===== config.mk =====
export PLATFORM = sky130hd
export DESIGN_NAME = lane_evt_counter
export DESIGN_NICKNAME = d
export VERILOG_FILES = /design/src/rtl/lec_pkg.sv /design/src/rtl/lec_ctrl.sv /design/src/rtl/lec_sel.sv /design/src/rtl/lec_count.sv /design/src/rtl/lane_evt_counter.sv
export SDC_FILE = /design/constraint.sdc
export NUM_CORES = 1
export LEC_CHECK = 0
export BUFFER_PORTS_ARGS = -buffer_cell sky130_fd_sc_hd__clkbuf_2
export CAP_MARGIN = 20
export CORE_ASPECT_RATIO = 1.4
export CORE_MARGIN = 4
export CORE_UTILIZATION = 30
export DETAILED_ROUTE_END_ITERATION = 8
export GPL_TIMING_DRIVEN = 0
export PLACE_DENSITY = 0.67
export REMOVE_ABC_BUFFERS = 1
export SETUP_SLACK_MARGIN = 0.5
export SYNTH_ARGS = -nofsm -noshare
export SYNTH_HDL_FRONTEND = slang
export SYNTH_SLANG_ARGS = --single-unit

===== constraint.sdc =====
create_clock -name clk -period 4.7 [get_ports clk]
set_input_delay 0.705 -clock clk [delete_from_list [all_inputs] [get_ports clk]]
set_output_delay 0.705 -clock clk [all_outputs]
set_load 0.01 [all_outputs]

===== src/rtl/lec_pkg.sv =====
package lec_pkg;
    localparam logic [7:0] ADDR_CTRL = 8'h08;
    localparam logic [7:0] ADDR_DATA = 8'h0C;
    localparam logic [2:0] EN_ON     = 3'd3;
    localparam logic [2:0] EN_OFF    = 3'd1;
    localparam logic [1:0] CLR_GO    = 2'd1;

    typedef struct packed {
        logic [3:0] grp;
        logic [7:0] evn;
        logic [3:0] lane;
        logic       act;
    } ctrl_t;
endpackage


===== src/rtl/lec_ctrl.sv =====
module lec_ctrl
    import lec_pkg::*;
(
    input  logic        clk,
    input  logic        rst_n,
    input  logic        wen,
    input  logic [7:0]  addr,
    input  logic [31:0] wdata,
    output ctrl_t       ctrl,
    output logic        clr
);
    ctrl_t ctrl_d, ctrl_q;

    always_comb begin
        ctrl_d = ctrl_q;
        clr    = 1'b0;
        if (wen && addr == ADDR_CTRL) begin
            ctrl_d.grp  = wdata[27:24];
            ctrl_d.evn  = wdata[23:16];
            ctrl_d.lane = wdata[11:8];
            case (wdata[4:2])
                EN_ON:   ctrl_d.act = 1'b1;
                EN_OFF:  ctrl_d.act = 1'b0;
                default: ctrl_d.act = ctrl_q.act;
            endcase
            clr = (wdata[1:0] == CLR_GO);
        end
    end

    always_ff @(posedge clk or negedge rst_n) begin
        if (!rst_n) ctrl_q <= '0;
        else        ctrl_q <= ctrl_d;
    end

    assign ctrl = ctrl_q;
endmodule


===== src/rtl/lec_sel.sv =====
module lec_sel #(
    parameter int NUM_LANES      = 4,
    parameter int NUM_GROUPS     = 8,
    parameter int EVTS_PER_GROUP = 4
) (
    input  logic [NUM_LANES*NUM_GROUPS*EVTS_PER_GROUP-1:0] strobe,
    input  logic [3:0] grp,
    input  logic [7:0] evn,
    input  logic [3:0] lane,
    output logic       hit
);
    localparam int PER_LANE = NUM_GROUPS * EVTS_PER_GROUP;
    localparam int SW       = (PER_LANE > 1) ? $clog2(PER_LANE) : 1;
    localparam int LW       = (NUM_LANES > 1) ? $clog2(NUM_LANES) : 1;
    localparam logic [31:0] NL_U  = 32'(NUM_LANES);
    localparam logic [31:0] NG_U  = 32'(NUM_GROUPS);
    localparam logic [31:0] EPG_U = 32'(EVTS_PER_GROUP);

    logic [31:0]          slot;
    logic [SW-1:0]        slot_idx;
    logic [LW-1:0]        lane_idx;
    logic [NUM_LANES-1:0] lane_hit;
    logic                 sel_ok;

    always_comb begin
        slot     = 32'(grp) * EPG_U + 32'(evn);
        slot_idx = slot[SW-1:0];
        lane_idx = lane[LW-1:0];
        sel_ok   = (32'(grp) < NG_U) && (32'(evn) < EPG_U) && (32'(lane) < NL_U);
    end

    for (genvar l = 0; l < NUM_LANES; l++) begin : g_lane
        logic [PER_LANE-1:0] slice;
        assign slice       = strobe[l*PER_LANE +: PER_LANE];
        assign lane_hit[l] = slice[slot_idx];
    end

    assign hit = sel_ok && lane_hit[lane_idx];
endmodule


===== src/rtl/lec_count.sv =====
module lec_count #(
    parameter int CNT_W = 32
) (
    input  logic             clk,
    input  logic             rst_n,
    input  logic             clr,
    input  logic             inc,
    output logic [CNT_W-1:0] count
);
    logic [CNT_W-1:0] cnt_d, cnt_q;

    always_comb begin
        cnt_d = cnt_q;
        if (clr)      cnt_d = '0;
        else if (inc) cnt_d = cnt_q + 1'b1;
    end

    always_ff @(posedge clk or negedge rst_n) begin
        if (!rst_n) cnt_q <= '0;
        else        cnt_q <= cnt_d;
    end

    assign count = cnt_q;
endmodule


===== src/rtl/lane_evt_counter.sv =====
module lane_evt_counter
    import lec_pkg::*;
#(
    parameter int NUM_LANES      = 4,
    parameter int NUM_GROUPS     = 8,
    parameter int EVTS_PER_GROUP = 4,
    parameter int CNT_W          = 32,
    localparam int STROBE_W      = NUM_LANES * NUM_GROUPS * EVTS_PER_GROUP
) (
    input  logic                clk,
    input  logic                rst_n,
    input  logic                bus_wen,
    input  logic [7:0]          bus_addr,
    input  logic [31:0]         bus_wdata,
    output logic [31:0]         bus_rdata,
    input  logic [STROBE_W-1:0] evt_strobe
);
    ctrl_t            ctrl;
    logic             clr;
    logic             hit;
    logic             act_w;
    logic [3:0]       lane_w;
    logic [CNT_W-1:0] cnt_w;

    lec_ctrl u_ctrl (
        .clk   (clk),
        .rst_n (rst_n),
        .wen   (bus_wen),
        .addr  (bus_addr),
        .wdata (bus_wdata),
        .ctrl  (ctrl),
        .clr   (clr)
    );

    lec_sel #(
        .NUM_LANES      (NUM_LANES),
        .NUM_GROUPS     (NUM_GROUPS),
        .EVTS_PER_GROUP (EVTS_PER_GROUP)
    ) u_sel (
        .strobe (evt_strobe),
        .grp    (ctrl.grp),
        .evn    (ctrl.evn),
        .lane   (ctrl.lane),
        .hit    (hit)
    );

    lec_count #(.CNT_W(CNT_W)) u_cnt (
        .clk   (clk),
        .rst_n (rst_n),
        .clr   (clr),
        .inc   (hit && ctrl.act),
        .count (cnt_w)
    );

    assign act_w  = ctrl.act;
    assign lane_w = ctrl.lane;

    always_comb begin
        bus_rdata = '0;
        case (bus_addr)
            ADDR_CTRL: bus_rdata = {4'b0, ctrl.grp, ctrl.evn, 4'b0, ctrl.lane, ctrl.act, 7'b0};
            ADDR_DATA: bus_rdata[CNT_W-1:0] = cnt_w;
            default:   bus_rdata = '0;
        endcase
    end
endmodule



## After elaboration in Yosys (flattened, before gate mapping)

Cells that the tools add are included.

- Flip-flop bits (word level): 49
- Output and inout port bits: 32
- Word-level logic and storage cells: 40
- Bits of input ports: 171

- Multiplexer cells: 15
- Reduce and logical (&&, ||, !) cells: 8
- Add/subtract/negate cells: 2
- Eq/ne operators: 5
- $lt $le $gt $ge: 5

Operator list:

| cell | count |
|---|---|
| 2-to-1 mux 32 bit | 2 |
| case mux 32 bit (2 select lines) | 1 |
| adder 32 x 1 -> 32 bit (second input constant) | 1 |
| binary-select mux 1 bit (select 5 bit) | 4 |
| == test 8 x 4 -> 1 bit (second input constant) | 2 |
| less-than comparator 8 x 3 -> 1 bit (second input constant) | 1 |
| less-than comparator 5 x 6 -> 1 bit (second input constant) | 1 |
| 2-to-1 mux 1 bit | 6 |
| adder 5 bit | 1 |
| logical AND 1 bit | 5 |
| less-than comparator 4 x 3 -> 1 bit (second input constant) | 1 |
| less-than comparator 4 bit (second input constant) | 1 |
| nonzero test 2 bit | 2 |
| == test 3 x 1 -> 1 bit (second input constant) | 1 |
| == test 3 x 2 -> 1 bit (second input constant) | 1 |
| less-than comparator 2 x 3 -> 1 bit (second input constant) | 1 |
| binary-select mux 1 bit (select 2 bit) | 1 |
| == test 2 x 1 -> 1 bit (second input constant) | 1 |
| case mux 1 bit (2 select lines) | 1 |
| AND reduction 2 bit | 1 |

## Logic depth before layout (Yosys ltp)

Gate-level depths: netlist (run 1).

- Word-level depth: 9
- Gate-level depth with buffers: 16
- Mapped depth without buffers: 11

## By module

A second synthesis (run 1) with hierarchy kept.

- Cells, all modules: 405
- Area, all modules: 4398.0 um^2

Modules (own cells, without submodules):

| module | cells each | times used | sequential area each (um^2) | area an instance (um^2) |
|---|---|---|---|---|
| lec_count | 176 | 1 | 800.8 | 1680.4 |
| lec_sel | 110 | 1 | 0.0 | 1335.0 |
| lec_ctrl | 42 | 1 | 425.4 | 735.7 |
| lane_evt_counter | 77 | 1 | 0.0 | 646.9 |

## Worst setup path before layout (run 1)

No wires, ideal clock.

- Kind: register to register
- From: register u_ctrl.ctrl_q (netlist bit u_ctrl.ctrl[7])
- To: register u_cnt.cnt_q[18], in the netlist u_cnt.count[18]
- Arrival: 3.159 ns
- Stages on the path, launching flop included: 16
- Library setup time: 0.078 ns
- Period minus slack after synthesis: 3.237 ns
- Path buffers: 4
- Path slack: 1.463 ns
- Data required time: 4.622 ns
- Cell sequence: dfrtp_1 > ha_1 > inv_1 > fa_1 > buf_4 > buf_6 > buf_4 > mux2i_1 > a31oi_1 > nand4_1 > nand4_1 > nand3_1 > or2_4 > buf_6 > or4_1 > a21oi_1

- Cells in the longest elaborated chain, start to end: 8
- Elaborated cells on any way between the ends: 17
- Classes of those cells: 1 x add/sub; 1 x order compare; 10 x mux; 5 x reduce/logical

RTL lines:

| what | RTL line | source |
|---|---|---|
| start, declared | lec_ctrl.sv:12 | `ctrl_t ctrl_d, ctrl_q;` |
| start signal, assigned | lec_ctrl.sv:32 | `else ctrl_q <= ctrl_d;` |
| adder 5 bit | lec_sel.sv:26 | `slot = 32'(grp) * EPG_U + 32'(evn);` |
| binary-select mux 1 bit (select 5 bit) | lec_sel.sv:35 | `assign lane_hit[l] = slice[slot_idx];` |
| 2-to-1 mux 1 bit (implied by the code) | lec_sel.sv:35 |  |
| binary-select mux 1 bit (select 2 bit) | lec_sel.sv:38 | `assign hit = sel_ok && lane_hit[lane_idx];` |
| 2-to-1 mux 1 bit (implied by the code) | lec_sel.sv:38 |  |
| logical AND 1 bit (*) | lec_sel.sv:38 |  |
| logical AND 1 bit (*) | lane_evt_counter.sv:51 | `.inc (hit && ctrl.act),` |
| nonzero test 2 bit (no source line) (*) | - |  |
| end signal, assigned | lec_count.sv:20 | `else cnt_q <= cnt_d;` |
| end, declared | lec_count.sv:10 | `logic [CNT_W-1:0] cnt_d, cnt_q;` |

Mark *: on every way between the ends. The rest lies on a longest branch, timed or not. The select of a mux whose other input is x is not followed.
A chain may end at the register's enable or synchronous reset.

## Worst setup path in the final report (run 1)

- From: register u_ctrl.ctrl_q (netlist bit u_ctrl.ctrl[7])
- To: register u_cnt.cnt_q[11], in the netlist u_cnt.count[11]

The elaborated chain is that of the path after synthesis.

==> results_dict.tcl, run 1 <==
set metrics [dict create \
    drt_drc_violations_left 0 \
    final_hold_viol_count 0 \
    start_kind "flop" \
    postSynthRegisterBits 49 \
    final_util_pct 39.8 \
    grt_pass1_vias 4275 \
    syn2layout_area_growth_pct 28.9 \
    fp.dieH_um 148 \
    clock_sinks 49 \
    synth_compound_area_share_pct 12.2 \
    critical_path.cell_chain "ha_1 > inv_1 > fa_1 > buf_8 > mux2i_1 > a211o_1 > a31oi_1 > a211oi_4 > nor4_2 > a31oi_1 > o21a_1" \
    cts_tree "built" \
    clkTransAtPathRegs_ns 0.07 \
    placed_cells_incl_taps 782 \
    cp_slowest_stage_delay_ns 0.83 \
    die-width_um 108 \
    ioPinCount 203 \
    dominant_combinational_cell_family_by_area_after_synthesis "multiplexers" \
    cts_buffers 5 \
    port_buffers 191 \
    post_cts_resized 0 \
    core_area_um2 13600 \
    crit_family "compound AO/OA/AOI/OAI gates" \
    post_synth_fa_ha_maj_area_fraction_pct 1.07 \
    cp_common_cell "sky130_fd_sc_hd__a31oi_1" \
    async_flop_share_pct 100 \
    syn-cell-area_um2 4200 \
    cp_data_arrival_time_ns 4.07 \
    first_pass_grt_wire_length_um 21100 \
    slew_headroom_pct 35.5 \
    drtAntennaViolNets 0 \
    starting_density_pct 30.9 \
    cts_setup_buffers 0 \
    antenna_found_initial 0 \
    synthXorXnorAreaFrac_pct 2.27 \
    avgViaCountPerCell 5.20 \
    synth.avg_cell_area_um2 9.58 \
    layout.area.seq_um2 1230 \
    multiInputGateArea_um2 2690 \
    clk_latency_ns 0.29 \
    count_of_flip_flops_with_a_built_in_enable_after_synthesis 0 \
    synth.yosys.seq_area_share_pct 29.2 \
    hpwl_um 10500 \
    max_freq_ghz 0.258 \
    outcome "finished, final reports clean" \
    postRouteWirelength_um 13100 \
    max-vdd-ir-drop_uv 109 \
    critical_path_required_ns 4.89 \
    grt_max_degree 46 \
    num_vias 4109 \
    finalCriticalPeriod_ns 3.88 \
    antenna_cells_inserted 0 \
    drt_first_iter_violations 139 \
    cellLeakagePower_nw 2.61 \
    routed_wire_length_per_instance_um 16.5 \
    filler_cell_count 1394 \
    timing.critical_path.fanout_max 23 \
    synth.top_cells.by_count "49 x sky130_fd_sc_hd__dfrtp_1, 40 x sky130_fd_sc_hd__mux2i_1, 30 x sky130_fd_sc_hd__nor2_1" \
    critical_path_start_end_classification "flop to flop" \
    synth.distinct_cells 62 \
    timing.final.crit_share_pct 82.5 \
    synth.yosys.warnings 0 \
    finalSetupViolations 0 \
    max_slew.worst_pin.slew_ns 0.968 \
    yosys-top-cells-area "sky130_fd_sc_hd__dfrtp_1 29%, sky130_fd_sc_hd__mux2i_1 9.5%, sky130_fd_sc_hd__mux4_2 9.1%" \
    worst_clock_skew_ns 0.00678 \
    synth.area.mux_share_pct 26.0 \
    leftover_overflow_at_the_end_of_global_routing 0 \
    gr-usage-all-layers_pct 16.4 \
    cts_root_buffer "sky130_fd_sc_hd__clkbuf_16" \
    yosys_most_used_dff "sky130_fd_sc_hd__dfrtp_1" \
    holdCritPathClass "input port to asynchronous set/reset pin" \
    syn_inst 438 \
    rsz0062_at_grt "false" \
    layout.nets 781 \
    synth.largest_area_cell "sky130_fd_sc_hd__dfrtp_1" \
    slew_violations 0 \
    yosys.cell_count.top_type "sky130_fd_sc_hd__dfrtp_1" \
    cts_hold_buffers 0 \
    synth_simple_gate_area_share_pct 22.5 \
    max-cap-violations 0 \
    cts_htree_levels 2 \
    dieArea_um2 16000 \
    layout-drive-gt1-share_pct 41.9 \
    ctsLongestPathBuffers 2 \
    timing.critical_path.slowest_stage_cell "sky130_fd_sc_hd__nor4_2" \
    placement_rows 50 \
    gp_congestion 0.824 \
    share_of_yosys_cell_area_claimed_by_the_top_area_cell_type_pct 29.2 \
    timing.critical_path.to_type "flop" \
    layoutNonFillerInstCount 790 \
    dr.pass1.iters 4 \
    buffers_and_inverters_on_the_worst_path 2 \
    cellPowerDensity_nw_per_um2 204 \
]
## kinds of logic after synthesis
group | count (synthesis)
simple gates | 168
mux | 83
compound gates | 78
flops | 49
buf+inv | 48
xor+xnor | 9
fa+ha+maj | 3
## routing by layer
layer | part of all wire (%) | track usage [%] | wire length, µm | up-vias
met5 | 0 | 0 | 0 | -
met2 | 53 | 30.1 | 6980 | 146
li1 | - | - | - | 1998
met3 | 6.2 | 3.10 | 809 | 20
met1 | 38 | 18.9 | 4990 | 1945
met4 | 2.1 | 5.18 | 280 | 0
## layout make-up
class / instances / share of cell area, %
Sequential cell: 49 / 22.7
Timing Repair Buffer: 196 / 19.3
Clock inverter: 2 / 0.717
Clock buffer: 6 / 2.38
Multi-Input combinational cell: 341 / 49.8
Inverter: 14 / 0.972
Tap cell: 182 / 4.21
## state kept, by name, summed over array words and instances, names as in the netlist
register and flops:
u_ctrl.ctrl 17, u_cnt.count 32
## worst paths after layout
path	from	end	slack [ns]	cells past startpoint
worst max-delay path	u_ctrl.ctrl[7]$_DFFE_PN0P_	u_cnt.count[11]$_DFFE_PN0P_	0.82	11
worst min-delay path	rst_n	u_cnt.count[28]$_DFFE_PN0P_	0.40	1
worst max register to register	u_ctrl.ctrl[7]$_DFFE_PN0P_	u_cnt.count[11]$_DFFE_PN0P_	0.82	11
worst min register to register	u_ctrl.ctrl[12]$_DFFE_PN0P_	u_ctrl.ctrl[12]$_DFFE_PN0P_	0.54	1
max in group asynchronous	rst_n	u_ctrl.ctrl[6]$_DFFE_PN0P_	3.72	2
min in group clk	u_ctrl.ctrl[12]$_DFFE_PN0P_	u_ctrl.ctrl[12]$_DFFE_PN0P_	0.54	1
## metrics by stage
stage | total power [W] | setup TNS, ns | area [µm²] | hold WS, ns | setup WS [ns]
2_1_floorplan | 0.000583 | 0 | 3970 | 0.409 | 0.486
3_3_place_gp | 0.000693 | -38.78 | 5150 | 0.516 | -1.44
3_5_place_dp | 0.000702 | 0 | 5240 | 0.522 | 0.814
4_1_cts | 0.00112 | 0 | 5410 | 0.413 | 0.812
5_1_grt | 0.00116 | 0 | 5410 | 0.452 | 0.569
6_report | 0.00110 | 0 | 5410 | 0.402 | 0.822
## power breakdown
group / switching [W] / internal [W]
Sequential: 0.0000194 / 0.000431
Clock: 0.000159 / 0.000252
Combinational: 0.000106 / 0.000135
## cells in the final DEF, fill, tap and decap left out, types with 2 or more instances in the layout
cell                          n
sky130_fd_sc_hd__clkbuf_2   191
sky130_fd_sc_hd__dfrtp_1     48
sky130_fd_sc_hd__mux2i_1     40
sky130_fd_sc_hd__nor2_1      30
sky130_fd_sc_hd__and3_1      25
sky130_fd_sc_hd__mux2_2      25
sky130_fd_sc_hd__a21oi_1     25
sky130_fd_sc_hd__nand2_1     22
sky130_fd_sc_hd__nand3_1     17
sky130_fd_sc_hd__o21ai_1     17
sky130_fd_sc_hd__mux4_2      17
sky130_fd_sc_hd__or3_1       16
sky130_fd_sc_hd__nand4_1     15
sky130_fd_sc_hd__inv_1       14
sky130_fd_sc_hd__nand3b_1     7
sky130_fd_sc_hd__xnor2_1      7
sky130_fd_sc_hd__and4_1       7
sky130_fd_sc_hd__a31oi_1      6
sky130_fd_sc_hd__nor3_1       6
sky130_fd_sc_hd__and2_1       5
sky130_fd_sc_hd__clkbuf_16    5
sky130_fd_sc_hd__nor4_1       4
sky130_fd_sc_hd__nor2b_1      4
sky130_fd_sc_hd__a22oi_1      3
sky130_fd_sc_hd__or4_1        3
sky130_fd_sc_hd__a2111oi_0    2
sky130_fd_sc_hd__o211ai_1     2
sky130_fd_sc_hd__a41o_1       2
sky130_fd_sc_hd__a311oi_1     2
sky130_fd_sc_hd__nor4_2       2
sky130_fd_sc_hd__o31ai_1      2
sky130_fd_sc_hd__ha_1         2
sky130_fd_sc_hd__buf_6        2
Note: power is estimated with default switching activity, not from simulation.
==> run 2: changes to the inputs <==
--- a/config.mk
+++ b/config.mk
@@ -5,6 +5,7 @@
 export SDC_FILE = /design/constraint.sdc
 export NUM_CORES = 1
 export LEC_CHECK = 0
+export ABC_AREA = 1
 export BUFFER_PORTS_ARGS = -buffer_cell sky130_fd_sc_hd__clkbuf_2
 export CAP_MARGIN = 20
 export CORE_ASPECT_RATIO = 1.4
@@ -12,7 +13,7 @@
 export CORE_UTILIZATION = 30
 export DETAILED_ROUTE_END_ITERATION = 8
 export GPL_TIMING_DRIVEN = 0
-export PLACE_DENSITY = 0.67
+export PLACE_DENSITY = 0.66
 export REMOVE_ABC_BUFFERS = 1
 export SETUP_SLACK_MARGIN = 0.5
 export SYNTH_ARGS = -nofsm -noshare
==> constraint.sdc (replaced) <==
create_clock -name clk -period 3.9 [get_ports clk]
set_input_delay 0.585 -clock clk [delete_from_list [all_inputs] [get_ports clk]]
set_output_delay 0.585 -clock clk [all_outputs]
set_load 0.01 [all_outputs]
==> results_dict.tcl, run 2 <==
set metrics [dict create \
    outcome "finished, final reports clean" \
    cp_slowest_stage_delay_ns 0.39 \
    placed_area_um2 5710 \
    layout_common_cells "232 x sky130_fd_sc_hd__nand2_1, 191 x sky130_fd_sc_hd__clkbuf_2, 120 x sky130_fd_sc_hd__nand3_1, 105 x sky130_fd_sc_hd__inv_1, 99 x sky130_fd_sc_hd__nor2_1" \
    rsz0062_at_grt "false" \
    gp_congestion 0.919 \
    yosys_most_used_dff "sky130_fd_sc_hd__dfrtp_1" \
    leftover_overflow_at_the_end_of_global_routing 0 \
    cts_htree_levels 2 \
    max_slew.worst_pin.slew_ns 1.03 \
    holdCritPathClass "input port to asynchronous set/reset pin" \
    placed_cells_incl_taps 1144 \
    slew_headroom_pct 30.5 \
    critical_path_required_ns 4.14 \
    synth.top_cells.by_count "233 x sky130_fd_sc_hd__nand2_1, 121 x sky130_fd_sc_hd__nand3_1, 105 x sky130_fd_sc_hd__inv_1, 100 x sky130_fd_sc_hd__nor2_1" \
    cts_hold_buffers 0 \
    antenna_cells_inserted 0 \
    crit_family "simple AND/OR/NAND/NOR gates" \
    starting_density_pct 30.9 \
    postRouteWirelength_um 17200 \
    yosys.cell_count.top_type "sky130_fd_sc_hd__nand2_1" \
    postSynthRegisterBits 49 \
    drt_first_iter_violations 409 \
    dieArea_um2 17700 \
    start_kind "flop" \
    final_hold_slack_ns 0.265 \
    finalSetupViolations 0 \
    clock_sinks 49 \
    cts_buffers 5 \
    finalCriticalPeriod_ns 3.12 \
    grt.met3_usage_pct 3.38 \
    layout.nets 1137 \
    ctsLongestPathBuffers 2 \
    hpwl_um 13400 \
    max_freq_ghz 0.320 \
    die-width_um 113 \
    cts_tree "built" \
    cts_root_buffer "sky130_fd_sc_hd__clkbuf_16" \
    drtAntennaViolNets 0 \
    count_of_flip_flops_with_a_built_in_enable_after_synthesis 0 \
    syn2layout_area_growth_pct 27.7 \
    cellPowerDensity_nw_per_um2 243 \
    timing.critical_path.slowest_stage_cell "sky130_fd_sc_hd__dfrtp_1" \
    cp_data_arrival_time_ns 3.36 \
    max-vdd-ir-drop_uv 183 \
    clk_latency_ns 0.29 \
    dr.pass1.iters 5 \
    synth.yosys.seq_area_share_pct 26.3 \
    timing.critical_path.fanout_max 26 \
    first_pass_grt_wire_length_um 26600 \
    synth.avg_cell_area_um2 5.85 \
    routed_wire_length_per_instance_um 14.9 \
    final_hold_viol_count 0 \
    num_vias 5687 \
    max-cap-violations 0 \
    async_flop_share_pct 100 \
    syn-cell-area_um2 4670 \
    placement_rows 53 \
    layoutNonFillerInstCount 1156 \
    cellLeakagePower_nw 3.24 \
    grt_max_degree 68 \
    syn_inst 799 \
    buffers_and_inverters_on_the_worst_path 3 \
    critical_path.cell_chain "ha_2 > inv_1 > fa_1 > xor2_1 > xor2_2 > inv_1 > nand3_1 > nand3_1 > nand3_2 > nand3_4 > nor2_4 > buf_4 > nand2_1 > nand2_1" \
    antenna_found_initial 0 \
    synth.largest_area_cell "sky130_fd_sc_hd__dfrtp_1" \
    grt_use_met1_pct 21.4 \
    layout-drive-gt1-share_pct 23.1 \
    core_area_um2 15100 \
    largest_register_ffs 32 \
    met2_usage_pct 34.7 \
    drt_drc_violations_left 0 \
    layout.cells.most_common "sky130_fd_sc_hd__nand2_1" \
    synth.distinct_cells 30 \
    grt_busiest_layer "met2" \
    port_buffers 191 \
    slew_violations 0 \
    synth.yosys.warnings 0 \
    timing.critical_path.to_type "flop" \
    critical_path_start_end_classification "flop to flop" \
    avgViaCountPerCell 4.92 \
    postLayoutCellArea_um2 5960 \
    timing.final.crit_share_pct 80.1 \
    worst_clock_skew_ns 0.00612 \
    yosys-top-cells-area "sky130_fd_sc_hd__dfrtp_1 26%, sky130_fd_sc_hd__nand2_1 19%, sky130_fd_sc_hd__nand3_1 13%" \
    filler_cell_count 1672 \
    clkTransAtPathRegs_ns 0.07 \
    gr-usage-all-layers_pct 18.6 \
    ioPinCount 203 \
    share_of_yosys_cell_area_claimed_by_the_top_area_cell_type_pct 26.3 \
    grt_pass1_vias 5298 \
    fp.dieH_um 156 \
]
## run 2: cell types whose count changed after synthesis, sizes merged, moves of 9 or more
cell / before / now
xor2: 1 / 21
mux4: 18 / 0
o21ai: 17 / 53
nand3: 17 / 125
mux2i: 40 / 0
mux2: 25 / 0
nand2: 22 / 233
nor4: 6 / 16
nor2: 30 / 101
inv: 14 / 107
a21oi: 26 / 7
or3: 16 / 0
o22ai: 1 / 10
and3: 25 / 0
## run 2: path summary, 6_finish.rpt
| check | from | to | depth (start not counted) | slack [ns] |
|---|---|---|---|---|
| max | u_ctrl.ctrl[13]$_DFFE_PN0P_ | u_cnt.count[3]$_DFFE_PN0P_ | 14 | 0.78 |
| min | rst_n | u_cnt.count[24]$_DFFE_PN0P_ | 1 | 0.26 |
| max in group asynchronous | rst_n | u_ctrl.ctrl[5]$_DFFE_PN0P_ | 2 | 3.07 |
| max reg2reg | u_ctrl.ctrl[13]$_DFFE_PN0P_ | u_cnt.count[3]$_DFFE_PN0P_ | 14 | 0.78 |
| min in group clk | bus_wdata[23] | u_ctrl.ctrl[12]$_DFFE_PN0P_ | 3 | 0.50 |
| min reg2reg | u_ctrl.ctrl[13]$_DFFE_PN0P_ | u_ctrl.ctrl[13]$_DFFE_PN0P_ | 2 | 0.53 |
## run 2: report_power, final
part | total (W) | internal, W | switching (W)
registers | 0.000544 | 0.000522 | 0.0000222
clock network | 0.000520 | 0.000320 | 0.000199
logic | 0.000387 | 0.000157 | 0.000231
total | 0.00145 | 0.000999 | 0.000452
## run 2: per-stage QoR
step                total power (W)  worst slack, ns  TNS, ns  util, %
global route                0.00154            0.524        0     39.4
global placement           0.000936           -0.666   -16.99     37.4
finish                      0.00145            0.776        0     39.4
CTS                         0.00146            0.511        0     39.1
floorplan                  0.000765            0.726        0        -
detailed placement         0.000943           0.0543        0     37.8
## run 2: routing by layer
metal	vias up	share of wire, %
met5	-	0
met4	0	2.7
met3	31	7.6
met2	224	52
met1	2542	38
li1	2890	-
## run 2: cells by family after synthesis
family,share of synthesized area (%)
AND/OR/NAND/NOR,46.7
buffers and inverters,13.3
AO/OA/AOI/OAI,8.33
flip-flops,26.3
XOR/XNOR,4.50
adder cells (fa/ha/maj),0.964
## run 2: repair_timing
item,CTS,global route
gates cloned,1,0
buffers inserted,0,3
setup endpoints to repair,24,38
gates resized for setup,4,5
pin swaps,1,1
## run 2: final cells by class
class	instances	area, µm²	area share (%)
Clock inverter	2	37.5	0.629
Sequential cell	49	1230	20.6
Multi-Input combinational cell	603	2860	48.0
Tap cell	192	240	4.03
Timing Repair Buffer	197	1050	17.5
Clock buffer	6	139	2.33
Inverter	107	407	6.82
==> run 3: changes to the inputs <==
--- a/config.mk
+++ b/config.mk
@@ -5,7 +5,7 @@
 export SDC_FILE = /design/constraint.sdc
 export NUM_CORES = 1
 export LEC_CHECK = 0
-export ABC_AREA = 1
+export ABC_AREA = 0
 export BUFFER_PORTS_ARGS = -buffer_cell sky130_fd_sc_hd__clkbuf_2
 export CAP_MARGIN = 20
 export CORE_ASPECT_RATIO = 1.4
@@ -13,7 +13,7 @@
 export CORE_UTILIZATION = 30
 export DETAILED_ROUTE_END_ITERATION = 8
 export GPL_TIMING_DRIVEN = 0
-export PLACE_DENSITY = 0.66
+export PLACE_DENSITY = 0.67
 export REMOVE_ABC_BUFFERS = 1
 export SETUP_SLACK_MARGIN = 0.5
 export SYNTH_ARGS = -nofsm -noshare
==> constraint.sdc (replaced) <==
create_clock -name clk -period 3.1 [get_ports clk]
set_input_delay 0.465 -clock clk [delete_from_list [all_inputs] [get_ports clk]]
set_output_delay 0.465 -clock clk [all_outputs]
set_load 0.01 [all_outputs]
==> results_dict.tcl, run 3 (synthesis results as in run 1) <==
set metrics [dict create \
    ctsLongestPathBuffers 2 \
    outcome "finished, violations left" \
    postRouteWirelength_um 14400 \
    clock_sinks 49 \
    start_kind "flop" \
    final_util_pct 44.4 \
    post-route-worst-setup-slack_ns -0.131 \
    leftover_overflow_at_the_end_of_global_routing 0 \
    layout-drive-gt1-share_pct 50.5 \
    finalSetupViolations 29 \
    ioPinCount 203 \
    buffers_and_inverters_on_the_worst_path 4 \
    filler_cell_count 1335 \
    starting_density_pct 30.9 \
    drt_drc_violations_left 0 \
    cp-startpoint "u_ctrl.ctrl[13]$_DFFE_PN0P_" \
    final_hold_viol_count 0 \
    slew_headroom_pct 44.3 \
    rsz0062_at_grt "true" \
    avgViaCountPerCell 5.27 \
    holdCritPathClass "input port to asynchronous set/reset pin" \
    rr_worst_depth 14 \
    cp_slowest_stage_delay_ns 0.48 \
    antenna_cells_inserted 0 \
    drt_first_iter_violations 237 \
    critical_path_start_end_classification "flop to flop" \
    grt_pass1_vias 4485 \
    violations "negative setup slack" \
    largest_register_ffs 32 \
    cts_root_buffer "sky130_fd_sc_hd__clkbuf_16" \
    crit_family "simple AND/OR/NAND/NOR gates" \
    core_area_um2 13600 \
    max_freq_ghz 0.310 \
    rr_endpoint "u_cnt.count[18]$_DFFE_PN0P_" \
    gp_congestion 0.824 \
    critical_path.cell_chain "ha_4 > inv_2 > fa_2 > buf_6 > buf_12 > mux4_2 > nand2_2 > a41oi_2 > o311a_4 > a211oi_4 > buf_12 > or2_4 > or4_4 > a21oi_2" \
    cts_tree "built" \
    final_hold_slack_ns 0.163 \
    setup_tns_ns -2.34 \
    finalCriticalPeriod_ns 3.23 \
    cts_htree_levels 2 \
    layout.nets 816 \
    hpwl_um 10500 \
    routed_wire_length_per_instance_um 17.5 \
    reg2reg_from "u_ctrl.ctrl[13]$_DFFE_PN0P_" \
    drtAntennaViolNets 0 \
    first_pass_grt_wire_length_um 22800 \
    cp_data_arrival_time_ns 3.45 \
    clk_latency_ns 0.29 \
    r2r_setup_slack_ns -0.13 \
    gr-usage-all-layers_pct 17.9 \
    max_slew.worst_pin.slew_ns 0.836 \
    cellLeakagePower_nw 2.87 \
    placement_rows 50 \
    fp.dieH_um 148 \
    critical_path_required_ns 3.32 \
    worst_clock_skew_ns 0.00637 \
    slew_violations 0 \
    num_vias 4349 \
    layout.cells.most_common "sky130_fd_sc_hd__clkbuf_2" \
    cellPowerDensity_nw_per_um2 300 \
    syn2layout_area_growth_pct 43.6 \
    cts_buffers 5 \
    port_buffers 191 \
    timing.critical_path.fanout_max 8 \
    grt_max_degree 46 \
    cts_hold_buffers 0 \
    cp_common_cell "sky130_fd_sc_hd__buf_12" \
    die-width_um 108 \
    antenna_found_initial 0 \
    dr.pass1.iters 5 \
    max-vdd-ir-drop_uv 165 \
    timing.final.crit_share_pct 104 \
    max-cap-violations 0 \
    timing.critical_path.slowest_stage_cell "sky130_fd_sc_hd__fa_2" \
    layout_common_cells "191 x sky130_fd_sc_hd__clkbuf_2, 47 x sky130_fd_sc_hd__dfrtp_1, 40 x sky130_fd_sc_hd__mux2i_1, 30 x sky130_fd_sc_hd__nor2_1, 25 x sky130_fd_sc_hd__and3_1" \
    timing.critical_path.to_type "flop" \
    clkTransAtPathRegs_ns 0.07 \
    dieArea_um2 16000 \
]
## run 3: cell types whose count changed in the layout (fill, tap and decap cells not counted), moves of 13 or more
cell | before | now
sky130_fd_sc_hd__mux4_2 | 0 | 17
sky130_fd_sc_hd__inv_1 | 105 | 13
sky130_fd_sc_hd__o21ai_0 | 49 | 0
sky130_fd_sc_hd__o21ai_1 | 4 | 17
sky130_fd_sc_hd__xor2_1 | 20 | 1
sky130_fd_sc_hd__nand3_1 | 120 | 14
sky130_fd_sc_hd__nor2_1 | 99 | 30
sky130_fd_sc_hd__nand2_1 | 232 | 19
sky130_fd_sc_hd__mux2i_1 | 0 | 40
sky130_fd_sc_hd__and3_1 | 0 | 25
sky130_fd_sc_hd__mux2_2 | 0 | 24
sky130_fd_sc_hd__buf_6 | 0 | 15
## run 3: worst max path at each step
stage	cells after the start	slack, ns	to
2_1_floorplan	6	-0.87	u_cnt.count[28]$_DFFE_PN0P_
3_3_place_gp	7	-2.80	u_cnt.count[28]$_DFFE_PN0P_
3_5_place_dp	12	-0.79	u_cnt.count[11]$_DFFE_PN0P_
4_1_cts	15	-0.13	u_cnt.count[19]$_DFFE_PN0P_
5_1_grt	15	-0.24	u_cnt.count[5]$_DFFE_PN0P_
6_report	14	-0.13	u_cnt.count[18]$_DFFE_PN0P_
## run 3: per-layer routing
layer	part of all wire, %	vias to the layer above	GRT usage [%]	wire length, µm
met4	1.6	0	4.55	237
li1	-	2073	-	-
met2	55	174	34.2	7920
met1	37	2083	20.2	5300
met3	6.6	19	2.93	950
met5	0	-	0	0
## run 3: through the flow
stage	std cells	power [W]	instance area [µm²]	worst slack [ns]
6_report	825	0.00181	6030	-0.131
5_1_grt	825	0.00190	6030	-0.235
4_1_cts	820	0.00181	5910	-0.131
3_5_place_dp	782	0.00107	5240	-0.786
3_3_place_gp	777	0.00105	5150	-2.80
2_1_floorplan	404	0.000884	3970	-0.874
## run 3: what timing repair did
action	4_1_cts	5_1_grt
pin swaps	31	5
setup buffers	26	4
gates cloned	4	1
setup endpoints to repair	38	43
gates resized for setup	45	21
hold endpoints to repair	0	0
## run 3: layout make-up
class / count / area (µm²) / area share [%]
timing repair buffer: 228 / 1410 / 23.4
tap: 182 / 228 / 3.78
clock inverter: 2 / 38.8 / 0.644
inverter: 14 / 52.6 / 0.872
multi-input combinational: 344 / 2930 / 48.7
sequential: 49 / 1230 / 20.4
clock buffer: 6 / 129 / 2.14
## run 3: report_power, final
group	total [W]	internal (W)	switching, W
Clock	0.000630	0.000383	0.000248
Sequential	0.000685	0.000654	0.0000301
Combinational	0.000496	0.000290	0.000206
